`src/rtl/csr_area_pkg.sv`:
```
package csr_area_pkg;
   localparam int unsigned WORD_IDX_W = 6;
   localparam int unsigned ENG_WORDS  = 10;
   localparam int unsigned TG_WORDS   = 7;

   localparam logic [WORD_IDX_W-1:0] CW_NAME  = 6'd0;
   localparam logic [WORD_IDX_W-1:0] CW_COUNT = 6'd1;
   localparam logic [WORD_IDX_W-1:0] CW_FSIZE = 6'd2;
   localparam logic [WORD_IDX_W-1:0] CW_STAMP = 6'd3;
   localparam logic [WORD_IDX_W-1:0] CW_CMD   = 6'd4;
   localparam logic [WORD_IDX_W-1:0] CW_PATT  = 6'd5;

   localparam int unsigned AREA_CTRL = 0;
   localparam int unsigned AREA_ENG  = 1;
   localparam int unsigned AREA_TG   = 2;
   localparam int unsigned AREA_VER  = 8;

   typedef enum logic [1:0] {
      CMD_FORMAT = 2'b00,
      CMD_RSVD   = 2'b01,
      CMD_WRFILE = 2'b10,
      CMD_RDFILE = 2'b11
   } cmd_e;

   typedef struct packed {
      logic [6:0] year;
      logic [3:0] month;
      logic [4:0] day;
      logic [4:0] hour;
      logic [5:0] minute;
      logic [4:0] second;
   } stamp_t;
endpackage

```
`src/rtl/csr_ctrl_bank.sv`:
```
module csr_ctrl_bank
   import csr_area_pkg::*;
#(
   parameter int unsigned NAME_W  = 27,
   parameter int unsigned FSIZE_W = 3,
   parameter int unsigned PATT_W  = 3,
   parameter int unsigned AREA_W  = 4
) (
   input  logic                  clk,
   input  logic                  rst_n,
   input  logic                  wr_en,
   input  logic [AREA_W-1:0]     wr_area,
   input  logic [WORD_IDX_W-1:0] wr_word,
   input  logic [31:0]           wr_data,
   input  logic                  busy,
   output logic [NAME_W-1:0]     start_name,
   output logic [NAME_W-1:0]     file_count,
   output logic [FSIZE_W-1:0]    fsize_sel,
   output logic [PATT_W-1:0]     patt_sel,
   output stamp_t                stamp,
   output cmd_e                  cmd_code,
   output logic                  cmd_req
);
   logic in_ctrl;
   assign in_ctrl = wr_en && (wr_area == '0);

   always_ff @(posedge clk) begin
      if (!rst_n) begin
         start_name <= '0;
         file_count <= '0;
         fsize_sel  <= '0;
         patt_sel   <= '0;
         stamp      <= '0;
         cmd_code   <= CMD_FORMAT;
         cmd_req    <= 1'b0;
      end else begin
         cmd_req <= 1'b0;
         if (in_ctrl) begin
            case (wr_word)
               CW_NAME:  start_name <= wr_data[NAME_W-1:0];
               CW_COUNT: file_count <= wr_data[NAME_W-1:0];
               CW_FSIZE: fsize_sel  <= wr_data[FSIZE_W-1:0];
               CW_PATT:  patt_sel   <= wr_data[PATT_W-1:0];
               CW_STAMP: stamp      <= stamp_t'(wr_data);
               CW_CMD: begin
                  if (!busy) begin
                     cmd_code <= cmd_e'(wr_data[1:0]);
                     cmd_req  <= 1'b1;
                  end
               end
               default: ;
            endcase
         end
      end
   end

   a_r8_busy_blocks_req: assert property (@(posedge clk) disable iff (!rst_n)
      cmd_req |-> !$past(busy));
   a_r7_req_from_cmd_write: assert property (@(posedge clk) disable iff (!rst_n)
      cmd_req |-> $past(wr_en && wr_area == '0 && wr_word == CW_CMD));
   a_r4_other_area_inert: assert property (@(posedge clk) disable iff (!rst_n)
      (wr_en && wr_area != '0) |=> ($stable(start_name) && $stable(file_count) &&
         $stable(fsize_sel) && $stable(patt_sel) && $stable(stamp) &&
         $stable(cmd_code) && !cmd_req));
endmodule

```
`src/rtl/csr_word_mux.sv`:
```
module csr_word_mux #(
   parameter int unsigned N     = 8,
   parameter int unsigned IDX_W = 6
) (
   input  logic [N-1:0][31:0] words,
   input  logic [IDX_W-1:0]   idx,
   output logic [31:0]        q
);
   generate
      if (N > (1 << IDX_W)) begin : g_bad
         $error("csr_word_mux: N exceeds index range");
      end
   endgenerate

   always_comb begin
      q = '0;
      for (int i = 0; i < int'(N); i++) begin
         if (idx == IDX_W'(i)) q = words[i];
      end
   end
endmodule

```
`src/rtl/csr_read_pipe.sv`:
```
module csr_read_pipe
   import csr_area_pkg::*;
#(
   parameter int unsigned AREA_W  = 4,
   parameter logic [31:0] VERSION = 32'h0001_0200
) (
   input  logic                  clk,
   input  logic                  rst_n,
   input  logic                  rd_req,
   input  logic [AREA_W-1:0]     rd_area,
   input  logic [WORD_IDX_W-1:0] rd_word,
   input  logic [31:0]           eng_word,
   input  logic [31:0]           tg_word,
   output logic [31:0]           rd_data,
   output logic                  rd_valid
);
   logic              req_q;
   logic [AREA_W-1:0] area_q;
   logic [31:0]       eng_q;
   logic [31:0]       tg_q;
   logic              ver_q;

   always_ff @(posedge clk) begin
      if (!rst_n) begin
         req_q  <= 1'b0;
         area_q <= '0;
         eng_q  <= '0;
         tg_q   <= '0;
         ver_q  <= 1'b0;
      end else begin
         req_q <= rd_req;
         if (rd_req) begin
            area_q <= rd_area;
            eng_q  <= eng_word;
            tg_q   <= tg_word;
            ver_q  <= (rd_word == '0);
         end
      end
   end

   always_ff @(posedge clk) begin
      if (!rst_n) begin
         rd_valid <= 1'b0;
         rd_data  <= '0;
      end else begin
         rd_valid <= req_q;
         if (req_q) begin
            if (area_q == AREA_W'(AREA_ENG))               rd_data <= eng_q;
            else if (area_q == AREA_W'(AREA_TG))           rd_data <= tg_q;
            else if (area_q == AREA_W'(AREA_VER) && ver_q) rd_data <= VERSION;
            else                                           rd_data <= '0;
         end
      end
   end

   a_r3_valid_after_two: assert property (@(posedge clk) disable iff (!rst_n)
      rd_req |-> ##2 rd_valid);
   a_r2_ctrl_area_zero: assert property (@(posedge clk) disable iff (!rst_n)
      (rd_req && rd_area == '0) |-> ##2 (rd_data == '0));
endmodule

```
`src/rtl/csr_area_file.sv`:
```
module csr_area_file
   import csr_area_pkg::*;
#(
   parameter int unsigned ADDR_W    = 12,
   parameter int unsigned NAME_W    = 27,
   parameter int unsigned FSIZE_W   = 3,
   parameter int unsigned PATT_W    = 3,
   parameter int unsigned DIRCAP_W  = 20,
   parameter int unsigned CAPHI_W   = 16,
   parameter int unsigned FAILHI_W  = 7,
   parameter int unsigned CURHI_W   = 24,
   parameter logic [31:0] VERSION   = 32'h0001_0200
) (
   input  logic                 clk,
   input  logic                 rst_n,
   input  logic [ADDR_W-1:0]    reg_addr,
   input  logic                 reg_wr_en,
   input  logic [31:0]          reg_wr_data,
   input  logic [3:0]           reg_wr_be,
   input  logic                 reg_rd_req,
   output logic [31:0]          reg_rd_data,
   output logic                 reg_rd_valid,
   output logic [NAME_W-1:0]    start_name,
   output logic [NAME_W-1:0]    file_count,
   output logic [FSIZE_W-1:0]   fsize_sel,
   output logic [PATT_W-1:0]    patt_sel,
   output logic [4:0]           ts_second,
   output logic [5:0]           ts_minute,
   output logic [4:0]           ts_hour,
   output logic [4:0]           ts_day,
   output logic [3:0]           ts_month,
   output logic [6:0]           ts_year,
   output logic [1:0]           cmd_code,
   output logic                 cmd_req,
   input  logic                 eng_busy,
   input  logic                 eng_error,
   input  logic                 tg_verify_fail,
   input  logic [NAME_W-1:0]    eng_total_cap,
   input  logic [31:0]          eng_err_type,
   input  logic [31:0]          eng_probe_lo,
   input  logic [31:0]          eng_probe_hi,
   input  logic [DIRCAP_W-1:0]  eng_dir_cap,
   input  logic [FSIZE_W-1:0]   eng_disk_fsize,
   input  logic [NAME_W-1:0]    eng_disk_fnum,
   input  logic [31:0]          eng_cap_lo,
   input  logic [CAPHI_W-1:0]   eng_cap_hi,
   input  logic [31:0]          tg_exp_word,
   input  logic [31:0]          tg_rd_word,
   input  logic [31:0]          tg_fail_addr_lo,
   input  logic [FAILHI_W-1:0]  tg_fail_addr_hi,
   input  logic [NAME_W-1:0]    tg_fail_name,
   input  logic [31:0]          tg_cur_size_lo,
   input  logic [CURHI_W-1:0]   tg_cur_size_hi
);
   localparam int unsigned AREA_W = ADDR_W - 8;

   generate
      if (ADDR_W < 12) begin : g_addr_chk
         $error("csr_area_file: ADDR_W must reach the version word");
      end
      if (NAME_W > 32 || FSIZE_W > 32 || PATT_W > 32 || DIRCAP_W > 32 ||
          CAPHI_W > 32 || FAILHI_W > 32 || CURHI_W > 32) begin : g_width_chk
         $error("csr_area_file: field wider than a word");
      end
      if (FSIZE_W < 1 || PATT_W < 1 || NAME_W < 1) begin : g_min_chk
         $error("csr_area_file: empty control field");
      end
   endgenerate

   logic [AREA_W-1:0]     area;
   logic [WORD_IDX_W-1:0] word;
   logic                  addr_be_unused;
   assign area = reg_addr[ADDR_W-1:8];
   assign word = reg_addr[7:2];
   assign addr_be_unused = ^{reg_wr_be, reg_addr[1:0]};

   stamp_t stamp;
   cmd_e   code;

   csr_ctrl_bank #(
      .NAME_W (NAME_W),
      .FSIZE_W(FSIZE_W),
      .PATT_W (PATT_W),
      .AREA_W (AREA_W)
   ) u_ctrl (
      .clk       (clk),
      .rst_n     (rst_n),
      .wr_en     (reg_wr_en),
      .wr_area   (area),
      .wr_word   (word),
      .wr_data   (reg_wr_data),
      .busy      (eng_busy),
      .start_name(start_name),
      .file_count(file_count),
      .fsize_sel (fsize_sel),
      .patt_sel  (patt_sel),
      .stamp     (stamp),
      .cmd_code  (code),
      .cmd_req   (cmd_req)
   );

   assign cmd_code  = code;
   assign ts_second = stamp.second;
   assign ts_minute = stamp.minute;
   assign ts_hour   = stamp.hour;
   assign ts_day    = stamp.day;
   assign ts_month  = stamp.month;
   assign ts_year   = stamp.year;

   logic [ENG_WORDS-1:0][31:0] eng_words;
   logic [TG_WORDS-1:0][31:0]  tg_words;

   assign eng_words[0] = {29'd0, tg_verify_fail, eng_error, eng_busy};
   assign eng_words[1] = 32'(eng_total_cap);
   assign eng_words[2] = eng_err_type;
   assign eng_words[3] = eng_probe_lo;
   assign eng_words[4] = eng_probe_hi;
   assign eng_words[5] = 32'(eng_dir_cap);
   assign eng_words[6] = 32'(eng_disk_fsize);
   assign eng_words[7] = 32'(eng_disk_fnum);
   assign eng_words[8] = eng_cap_lo;
   assign eng_words[9] = 32'(eng_cap_hi);

   assign tg_words[0] = tg_exp_word;
   assign tg_words[1] = tg_rd_word;
   assign tg_words[2] = tg_fail_addr_lo;
   assign tg_words[3] = 32'(tg_fail_addr_hi);
   assign tg_words[4] = 32'(tg_fail_name);
   assign tg_words[5] = tg_cur_size_lo;
   assign tg_words[6] = 32'(tg_cur_size_hi);

   logic [31:0] eng_sel;
   logic [31:0] tg_sel;

   csr_word_mux #(.N(ENG_WORDS), .IDX_W(WORD_IDX_W)) u_eng_mux (
      .words(eng_words), .idx(word), .q(eng_sel));
   csr_word_mux #(.N(TG_WORDS), .IDX_W(WORD_IDX_W)) u_tg_mux (
      .words(tg_words), .idx(word), .q(tg_sel));

   csr_read_pipe #(.AREA_W(AREA_W), .VERSION(VERSION)) u_rd (
      .clk     (clk),
      .rst_n   (rst_n),
      .rd_req  (reg_rd_req),
      .rd_area (area),
      .rd_word (word),
      .eng_word(eng_sel),
      .tg_word (tg_sel),
      .rd_data (reg_rd_data),
      .rd_valid(reg_rd_valid)
   );

   a_r3_no_orphan_valid: assert property (@(posedge clk) disable iff (!rst_n)
      reg_rd_valid |-> $past(reg_rd_req, 2));
   a_r7_req_single_per_write: assert property (@(posedge clk) disable iff (!rst_n)
      (cmd_req && !$past(reg_wr_en, 2)) |=> !cmd_req || $past(reg_wr_en));
endmodule

```
`config.mk`:
```
export PLATFORM = sky130hd
export DESIGN_NAME = csr_area_file
export DESIGN_NICKNAME = d
export VERILOG_FILES = /design/src/rtl/csr_area_pkg.sv /design/src/rtl/csr_ctrl_bank.sv /design/src/rtl/csr_word_mux.sv /design/src/rtl/csr_read_pipe.sv /design/src/rtl/csr_area_file.sv
export SDC_FILE = /design/constraint.sdc
export NUM_CORES = 1
export LEC_CHECK = 0
export ABC_AREA = 1
export ABC_CLOCK_PERIOD_IN_PS = 1700
export BUFFER_PORTS_ARGS = -buffer_cell sky130_fd_sc_hd__buf_2
export CAP_MARGIN = 25
export CORE_AREA = 2 2 231 233
export DETAILED_ROUTE_END_ITERATION = 8
export DIE_AREA = 0 0 233 235
export PLACE_DENSITY = 0.54
export SLEW_MARGIN = 20
export SYNTH_ARGS = -nofsm -noshare
export SYNTH_HDL_FRONTEND = slang
export SYNTH_SLANG_ARGS = --single-unit
```
`constraint.sdc`:
```
create_clock -name clk -period 1.7 [get_ports clk]
set_input_delay 0.085 -clock clk [delete_from_list [all_inputs] [get_ports clk]]
set_output_delay 0.085 -clock clk [all_outputs]
set_load 0.05 [all_outputs]
```
# Word level (Yosys, flattened, before mapping)

Index checks and enable logic that the tools add are counted.

Eq/ne operators: 12
Muxes and demuxes: 21
Bitwise operators: 1
Reductions and logical operators: 11

Operators with widths:

| cell                                                                  | count |
|---|---|
| 32-bit 2-to-1 mux                                                     | 17 |
| 27-bit 2-to-1 mux                                                     | 1 |
| 6-bit by 3-bit equality test with 1-bit output, second input constant | 4 |
| 17-bit 2-to-1 mux                                                     | 1 |
| 6-bit by 2-bit equality test with 1-bit output, second input constant | 2 |
| 6-bit by 4-bit equality test with 1-bit output, second input constant | 2 |
| 2-bit AND reduction                                                   | 5 |
| 6-bit by 1-bit equality test with 1-bit output, second input constant | 1 |
| 6-bit logical NOT                                                     | 1 |
| 3-bit AND reduction                                                   | 2 |
| 4-bit by 1-bit equality test with 1-bit output, second input constant | 1 |
| 4-bit by 2-bit equality test with 1-bit output, second input constant | 1 |
| 4-bit equality test, second input constant                            | 1 |
| 4-bit logical NOT                                                     | 1 |
| 3-bit 2-to-1 mux                                                      | 1 |
| 1-bit logical AND                                                     | 2 |
| 1-bit 2-to-1 mux                                                      | 1 |
| 1-bit NOT                                                             | 1 |

Register bits after elaboration: 198
Output and inout port bits: 128
Logic and storage cells: 64

# Longest topological paths before layout

Gate-level depths: netlist of run 1.

Depth after elaboration: 11
Depth in mapped cells: 14
Depth with buffers taken out: 12

# By module

From an unflattened synthesis of run 1, not the netlist that was laid out.

Cells, all modules: 2196
Area, all modules: 12956.2 µm²

By module, submodules not included:

| module                   | times used | cells an instance | area an instance (µm²) |
|---|---|---|---|
| csr_read_pipe            | 1          | 593               | 4251.6 |
| csr_ctrl_bank            | 1          | 573               | 4062.6 |
| csr_word_mux (u_eng_mux) | 1          | 622               | 2737.6 |
| csr_word_mux (u_tg_mux)  | 1          | 407               | 1900.6 |
| csr_area_file            | 1          | 1                 | 3.8 |

# Worst setup path after synthesis of run 1

OpenSTA, ideal clock, no wires.

Path type: flip-flop to flip-flop
From: register u_rd.area_q[3]
To: register u_rd.rd_data[14]
Arrival time: 1419 ps
Setup slack: 225 ps
Stages on the path, launching flop included: 8
Path buffers: 1
Period minus slack after synthesis: 1475 ps
Path through: dfxtp_1 -> nor2_2 -> nand3_1 -> clkinv_1 -> buf_2 -> nand2_1 -> a31o_2 -> inv_1

Cells in the longest elaborated chain, start to end: 3
Elaborated cells on any way between the ends: 4
Those cells by class: eq/ne (2); mux (2)

RTL lines:

| what                                           | line                | text |
|---|---|---|
| start, declared                                | csr_read_pipe.sv:18 | `logic [AREA_W-1:0] area_q;` |
| start signal, assigned                         | csr_read_pipe.sv:33 | `area_q <= rd_area;` |
| 4-bit by 2-bit equality test with 1-bit output | csr_read_pipe.sv:49 | `else if (area_q == AREA_W'(AREA_TG)) rd_data <= tg_q;` |
| 32-bit 2-to-1 mux                              | csr_read_pipe.sv:49 |  |
| 32-bit 2-to-1 mux (*)                          | csr_read_pipe.sv:48 | `if (area_q == AREA_W'(AREA_ENG)) rd_data <= eng_q;` |
| end signal, assigned                           | csr_read_pipe.sv:48 |  |
| end signal, assigned                           | csr_read_pipe.sv:49 |  |
| end, declared                                  | csr_read_pipe.sv:14 | `output logic [31:0] rd_data,` |

Mark *: on every way between the ends. The rest lies on a longest branch, timed or not.
A chain may end at the register's enable or synchronous reset.

# Worst setup path after layout of run 1

From: input reg_addr[6]
To: register u_rd.tg_q[10]

Cells in the longest elaborated chain, start to end: 8
Elaborated cells on any way between the ends: 14
Those cells by class: eq/ne (6); mux (7); reduce/logical (1)

RTL lines:

| what                            | line                | text |
|---|---|---|
| start, declared                 | csr_area_file.sv:16 | `input logic [ADDR_W-1:0] reg_addr,` |
| 6-bit logical NOT               | csr_word_mux.sv:18  | `if (idx == IDX_W'(i)) q = words[i];` |
| 32-bit 2-to-1 mux (6 in series) | csr_word_mux.sv:18  |  |
| 32-bit 2-to-1 mux (*)           | csr_word_mux.sv:18  |  |
| end signal, assigned            | csr_read_pipe.sv:35 | `tg_q <= tg_word;` |
| end, declared                   | csr_read_pipe.sv:20 | `logic [31:0] tg_q;` |

Marks and branches as above.

==> impl_results.md, run 1 <==
* DRC at 0
* Count of cell types in the netlist at 35
* Cell area after layout at 17910 sq um
* Ys Warns at 0
* RSZ-0062 raised after global routing: no
* Overflow after GRT at 0
* IO Port Bufs at 583
* Leakage dissipation at 9.140 nW
* Area of the multi-input gates at 6070 sq um
* Max clock buf depth at 2
* Clk_skew at 13.35 ps
* Critical Path Fanout Max at 30
* Predominant post-synthesis flop cell: dfxtp_1
* Final setup viols at 0
* H-tree Lvls at 4
* Worst Path Arrival at 2050 ps
* Detail Route Antenna Nets at 0
* Vias at 14320
* Worst skew pair latency at 460 ps
* Async S/R FF share, synth at 0%
* Fin crit share at 96.45%
* CTS tree: done
* Slew HR at 65.37%
* Post-layout util at 34.29%
* Vias in the first global route at 14040
* HP Class: primary input to register
* Detail Placement HPWL at 43120 um
* Initial antenna violation count at 7
* Hold Crit Depth at 5
* Total GRT Usage at 19.84%
* Placed cells at 3034
* Post-synth EDFFs at 0
* RePlAce Congestion at 0.8945
* Max-Cap Viols at 0
* Post-Syn Area at 11080 sq um
* Rows at 84
* Critical Path RT at 2110 ps
* Power density cells at 610.0 nW/um^2
* CTS sink cnt at 198
* Biggest area consumer among synthesized cells: dfxtp_1
* Die Y at 235 um
* Post-Syn Instances at 1797
* Slew @ Worst Pin at 518.7 ps
* Slew Limit Fails at 0
* Fill cell count at 5708
* Status: completed
* Max Fclk at 609.9 MHz
* Commonest cells post-synth: nand2_1, nor2_1, dfxtp_1, a21oi_1, o21ai_0
* Final hold violation count at 0
* Wire per inst at 17.39 um
* Drt first pass iters at 5
* Post-Syn Nets at 2259
* Element type at the critical path end: register
* CP Launch Point: reg_addr[6]
* Final std cells w/o fill at 3259
* Final hold slack at 17.20 ps
* WL final at 56680 um
* Reg-to-reg endpoint: u_rd.rd_data[0]
* Sequential area share after synthesis at 35.78%
* Clock slew at reported path FFs at 80 ps
* Ranking of synthesized cells by area: dfxtp_1, nand2_1, nor2_1, a21oi_1, o21ai_0
* Horiz. Die Dim at 233 um
* Yosys top cell area share at 35.78%
* Core area at 52240 sq um
* Vias per Instance at 4.393
* PnR worst setup slack at 60.41 ps
* Flop-to-flop setup slack at 200 ps
* Cell with the most instances after synthesis: nand2_1
* Worst Reg-to-Reg Cells at 6
* Kind of critical path: primary input to register
* Num CTS Buffers at 17
* Layout area overhead at 61.69%
* End point of the critical path: u_rd.tg_q[10]
* Peak VDD IR at 0.7232 mV
* DP Area at 15360 sq um
* # IOs at 590
* CTS root buf: clkbuf_16
* Initial core utilization at 21.21%
* Post-placement worst setup slack at -147.1 ps
* Share of cells above drive strength 1 at 31.44%
* Die area at 54760 sq um
* Syn_area_per_cell at 6.164 sq um
* Register bit total from synthesis at 198
* First-pass GRT wire length at 82230 um
* Seq. cell area at 3965 sq um
* Initial DRC count at 755
* Nets at 3016
* R2R Path Start: u_rd.area_q[3]
* Tmin final at 1640 ps
* Largest net degree at the start of global routing at 66
* CP startpoint kind: primary input
state kept, by name (all words and copies together), names as in the netlist, 3 cells and up:
signal             cells
u_ctrl.stamp          32
u_rd.eng_q            32
u_rd.rd_data          32
u_rd.tg_q             32
u_ctrl.file_count     27
u_ctrl.start_name     27
u_rd.area_q            4
u_ctrl.fsize_sel       3
u_ctrl.patt_sel        3
how the worst min path moves through the flow:
stage | startpoint | slack [ps] | end
2_1_floorplan | eng_busy | 160 | u_ctrl.cmd_req
3_5_place_dp | reg_wr_data[30] | 320 | u_ctrl.stamp[30]
4_1_cts | tg_cur_size_lo[12] | 0.4 | u_rd.tg_q[12]
3_3_place_gp | reg_wr_data[29] | 320 | u_ctrl.stamp[29]
6_report | eng_cap_hi[2] | 20 | u_rd.eng_q[2]
5_1_grt | tg_fail_addr_lo[22] | 5 | u_rd.tg_q[22]
power breakdown:
group	switching [mW]	leakage, nW	internal, mW
registers	0.0574	1.60	4.73
logic	1.05	7.25	0.959
clock network	2.16	0.284	1.98
worst max-delay path: stages:
cell	delay [ps]
buf_2	120
nor2_4	170
buf_4	150
nand2_4	80
nor2_4	230
buf_12	220
nand2_1	80
nand3_1	120
o21ai_0	90
a21oi_1	120
dlygate4sd3_1	550
timing repair:
item	in CTS	in global routing
hold buffers	174	0
hold endpoints to repair	149	0
setup buffers	0	13
endpoints found under the setup margin	0	12
resized for setup	0	16
cell usage in the layout, fill, tap and decap left out, types with 3 or more instances in the layout:
cell / n
a21oi_1: 133
a22oi_1: 3
a31o_2: 24
buf_12: 31
buf_2: 582
buf_4: 64
buf_6: 3
clkbuf_16: 20
dfxtp_1: 197
diode_2: 4
dlygate4sd3_1: 173
inv_1: 125
inv_2: 12
inv_4: 3
inv_6: 3
inv_8: 5
nand2_1: 538
nand2_2: 4
nand3_1: 65
nand4_1: 22
nor2_1: 303
nor2_2: 4
nor2_4: 11
nor3_1: 4
o211ai_1: 24
o21a_1: 3
o21ai_0: 129
o21ai_1: 28
o221ai_1: 6
or2_2: 23
layout make-up:
| cell class | instances | share of cell area, % |
|---|---|---|
| Clock buffer | 18 | 2.396 |
| Clock inverter | 14 | 0.8523 |
| Timing Repair Buffer | 857 | 32.84 |
| Multi-Input combinational cell | 1338 | 33.89 |
| Tap cell | 688 | 4.806 |
| Antenna cell | 4 | 0.05589 |
| Sequential cell | 198 | 22.14 |
| Inverter | 142 | 3.018 |
cell families (layout without fill, tap and decap cells):
| group | Yosys count | in the layout | synth area share, % |
|---|---|---|---|
| other cells | 0 | 4 | 0 |
| simple gates | 984 | 984 | 36.50 |
| buf+inv | 261 | 1031 | 9.940 |
| flops | 198 | 198 | 35.78 |
| compound gates | 354 | 354 | 17.78 |
through the flow:
step           setup TNS, ps  power, mW
4_1_cts                    0      11.04
3_3_place_gp          -525.1      6.569
3_5_place_dp           -2206      6.562
5_1_grt                    0      11.44
2_1_floorplan              0      5.569
6_report                   0      10.93
layer usage:
layer	global-route usage (%)	vias to the layer above	routed length [um]
met3	5.024	80	4128
li1	-	7249	-
met5	0	-	13
met1	23.52	6374	23460
met2	34.99	611	27710
met4	5.713	2	1372
No activity file was read; power rests on OpenSTA's default activity.
==> run 2, diff against run 1 <==
--- a/config.mk
+++ b/config.mk
@@ -12,8 +12,9 @@
 export CORE_AREA = 2 2 231 233
 export DETAILED_ROUTE_END_ITERATION = 8
 export DIE_AREA = 0 0 233 235
-export PLACE_DENSITY = 0.54
+export PLACE_DENSITY = 0.58
 export SLEW_MARGIN = 20
 export SYNTH_ARGS = -nofsm -noshare
 export SYNTH_HDL_FRONTEND = slang
+export SYNTH_HIERARCHICAL = 1
 export SYNTH_SLANG_ARGS = --single-unit
==> impl_results.md, run 2 <==
* Status: finished with violations (was completed)
* Failing checks: negative hold slack, negative setup slack
* Horiz. Die Dim at 233 um (unchanged)
* Post-route setup TNS at -22.16 ps (was 0 ps)
* Biggest area consumer among synthesized cells: dfxtp_1 (unchanged)
* Pint at 7.978 mW (was 7.667 mW)
* Initial antenna violation count at 11 (was 7)
* Kind of critical path: primary input to register (unchanged)
* Fin crit share at 101.3% (was 96.45%)
* Die Y at 235 um (unchanged)
* Peak VDD IR at 0.5896 mV (was 0.7232 mV)
* Vias per Instance at 4.650 (was 4.393)
* Worst Path Arrival at 2150 ps (was 2050 ps)
* Die area at 54760 sq um (unchanged)
* Initial core utilization at 24.80% (was 21.21%)
* HP Class: primary input to register (unchanged)
* Critical Path RT at 2120 ps (was 2110 ps)
* RSZ-0062 raised after global routing: yes (was no)
* R2R Path Start: u_rd/area_q[3] (was u_rd.area_q[3])
* PnR worst setup slack at -22.16 ps (was 60.41 ps)
* CTS tree: done (unchanged)
* CP Launch Point: reg_addr[7] (was reg_addr[6])
* Cell with the most instances after synthesis: nor2_1 (was nand2_1)
* Final hold violation count at 5 (was 0)
* Max Fclk at 580.7 MHz (was 609.9 MHz)
* First-pass GRT wire length at 97950 um (was 82230 um)
* Final hold slack at -42.49 ps (was 17.20 ps)
* Vias at 17550 (was 14320)
* Wire per inst at 18.23 um (was 17.39 um)
* Element type at the critical path end: register (unchanged)
* Ranking of synthesized cells by area: dfxtp_1, nor2_1, nand2_1, nand4_1, nand3_1 (was dfxtp_1, nand2_1, nor2_1, a21oi_1, o21ai_0)
* Leakage dissipation at 10.29 nW (was 9.140 nW)
* Largest net degree at the start of global routing at 71 (was 66)
* Count of cell types in the netlist at 26 (was 35)
* Comb pwr share at 22.6% (was 18.4%)
* Critical Path Fanout Max at 6 (was 30)
* Layout area overhead at 57.68% (was 61.69%)
* Most frequent cells in the layout: buf_2, nor2_1, nand2_1 (was buf_2, nand2_1, nor2_1)
* Rows at 84 (unchanged)
* Worst skew pair latency at 490 ps (was 460 ps)
* Syn_area_per_cell at 5.900 sq um (was 6.164 sq um)
* Share of cells above drive strength 1 at 27.31% (was 31.44%)
* Clk pwr share at 35.5% (was 37.9%)
* Clk_skew at 16.60 ps (was 13.35 ps)
* WL final at 68810 um (was 56680 um)
* Ys Warns at 6 (was 0)
* Global-route layer with the greatest usage: met2 (unchanged)
* Switching Fraction at 31.68% (was 29.83%)
* Fill cell count at 5742 (was 5708)
* Hold Crit Depth at 5 (unchanged)
* Post-Syn Area at 12960 sq um (was 11080 sq um)
* Worst Reg-to-Reg Cells at 7 (was 6)
* Tmin final at 1722 ps (was 1640 ps)
* Max-Cap Viols at 0 (unchanged)
* Commonest cells post-synth: nor2_1, nand2_1, nand3_1, nand4_1, dfxtp_1 (was nand2_1, nor2_1, dfxtp_1, a21oi_1, o21ai_0)
* CP startpoint kind: primary input (unchanged)
* Final setup viols at 1 (was 0)
* Core area at 52240 sq um (unchanged)
* Post-synth EDFFs at 0 (unchanged)
* Power density cells at 571.6 nW/um^2 (was 610.0 nW/um^2)
* Predominant post-synthesis flop cell: dfxtp_1 (unchanged)
* Yosys top cell area share at 30.59% (was 35.78%)
* Total GRT Usage at 23.72% (was 19.84%)
* Hold Crit Start: eng_cap_hi[6] (was eng_cap_hi[2])
* # IOs at 590 (unchanged)
* Final std cells w/o fill at 3774 (was 3259)
* Drt first pass iters at 5 (unchanged)
* Nets at 3526 (was 3016)
* Async S/R FF share, synth at 0% (unchanged)
* CTS sink cnt at 198 (unchanged)
* Met2 track demand over resource at 39.85% (was 34.99%)
* Clock slew at reported path FFs at 80 ps (about the same)
* Max clock buf depth at 2 (unchanged)
* Sequential share of power at 41.9% (was 43.8%)
* Overflow after GRT at 0 (unchanged)
* Vias in the first global route at 16240 (was 14040)
* Grt met3 use at 4.017% (was 5.024%)
* Placed cells at 3564 (was 3034)
* RePlAce Congestion at 0.9576 (was 0.8945)
* CTS root buf: clkbuf_16 (unchanged)
* H-tree Lvls at 4 (unchanged)
* IO Port Bufs at 583 (unchanged)
* Slew Limit Fails at 0 (unchanged)
* Met1 Resource Use GR at 29.16% (was 23.52%)
* Num CTS Buffers at 17 (unchanged)
* Post-Syn Instances at 2196 (was 1797)
* Commonest non-fill, non-tap cell in the layout: buf_2 (unchanged)
* Detail Placement HPWL at 50760 um (was 43120 um)
* Detail Route Antenna Nets at 0 (unchanged)
* NetSw at 3.700 mW (was 3.259 mW)
* Sequential area share after synthesis at 30.59% (was 35.78%)
* DRC at 0 (unchanged)
* Register bit total from synthesis at 198 (unchanged)
* Initial DRC count at 1213 (was 755)
==> run 2: path summary, 6_finish.rpt <==
| path | slack (ps) | endpoint |
|---|---|---|
| setup reg to reg | 320 | u_rd/rd_data[4] |
| hold reg to reg | 480 | u_ctrl/start_name[2] |
| hold / removal | -40 | u_rd/eng_q[6] |
| setup / recovery | -20 | u_rd/tg_q[2] |
==> run 2: layout make-up <==
| cell class | instances | area [sq um] | share of cell area (%) |
|---|---|---|---|
| clock buffer | 19 | 432.9 | 2.119 |
| clock inverter | 12 | 133.9 | 0.6553 |
| antenna | 10 | 25.02 | 0.1225 |
| tap | 688 | 860.8 | 4.214 |
| sequential | 198 | 3964 | 19.40 |
| multi-input combinational | 1792 | 8043 | 39.37 |
| inverter | 178 | 670.6 | 3.283 |
| timing repair buffer | 877 | 6300 | 30.84 |
==> run 2: cells by family (layout without fill, tap and decap cells) <==
kind of cell	count (synthesis)	count (layout)	share of synthesized area, %
simple gates	1582	1582	54.23
buf+inv	339	1086	12.22
flops	198	198	30.59
compound gates	76	76	2.936
other cells	1	144	0.02894
==> run 2: critical path, stage by stage <==
cell	delay, ps
buf_4	130
buf_12	120
nor2_4	110
buf_12	140
nand2_2	70
nor2_4	180
buf_6	130
clkbuf_16	140
nand2_1	60
nand3_1	110
nor2_1	60
nand4_1	70
dlygate4sd3_1	560
nor2_1	50
nor2_1	110
==> run 2: routing by layer <==
metal	part of all wire, %	vias to the layer above
met4	4.2	0
met1	41	8009
met3	6.6	124
met5	0	-
met2	48	708
li1	-	8708
==> run 2: what timing repair did <==
item | in CTS | in global routing
resized for setup | 0 | 63
setup buffers | 0 | 29
hold buffers | 146 | 1
setup endpoints to repair | 0 | 32
endpoints found under the hold margin | 145 | 1
==> run 2: power by group through the flow <==
stage          registers, mW  logic (mW)  clock network (mW)
2_1_floorplan           5.13       0.945                   0
3_3_place_gp            5.00        2.28                   0
3_5_place_dp            5.00        2.28                   0
4_1_cts                 4.89        2.54                4.29
5_1_grt                 4.91        2.88                4.42
6_report                4.89        2.64                4.15
==> run 2: through the flow <==
step           setup slack [ps]  instance area [sq um]  utilization (%)  power [mW]
2_1_floorplan             458.8                  13460                -       6.079
3_3_place_gp             -136.1                  17840            34.15       7.277
3_5_place_dp             -136.1                  17840            34.15       7.275
4_1_cts                   21.71                  19860            38.03       11.73
5_1_grt                  -46.22                  20430            39.11       12.21
6_report                 -22.16                  20430            39.11       11.68
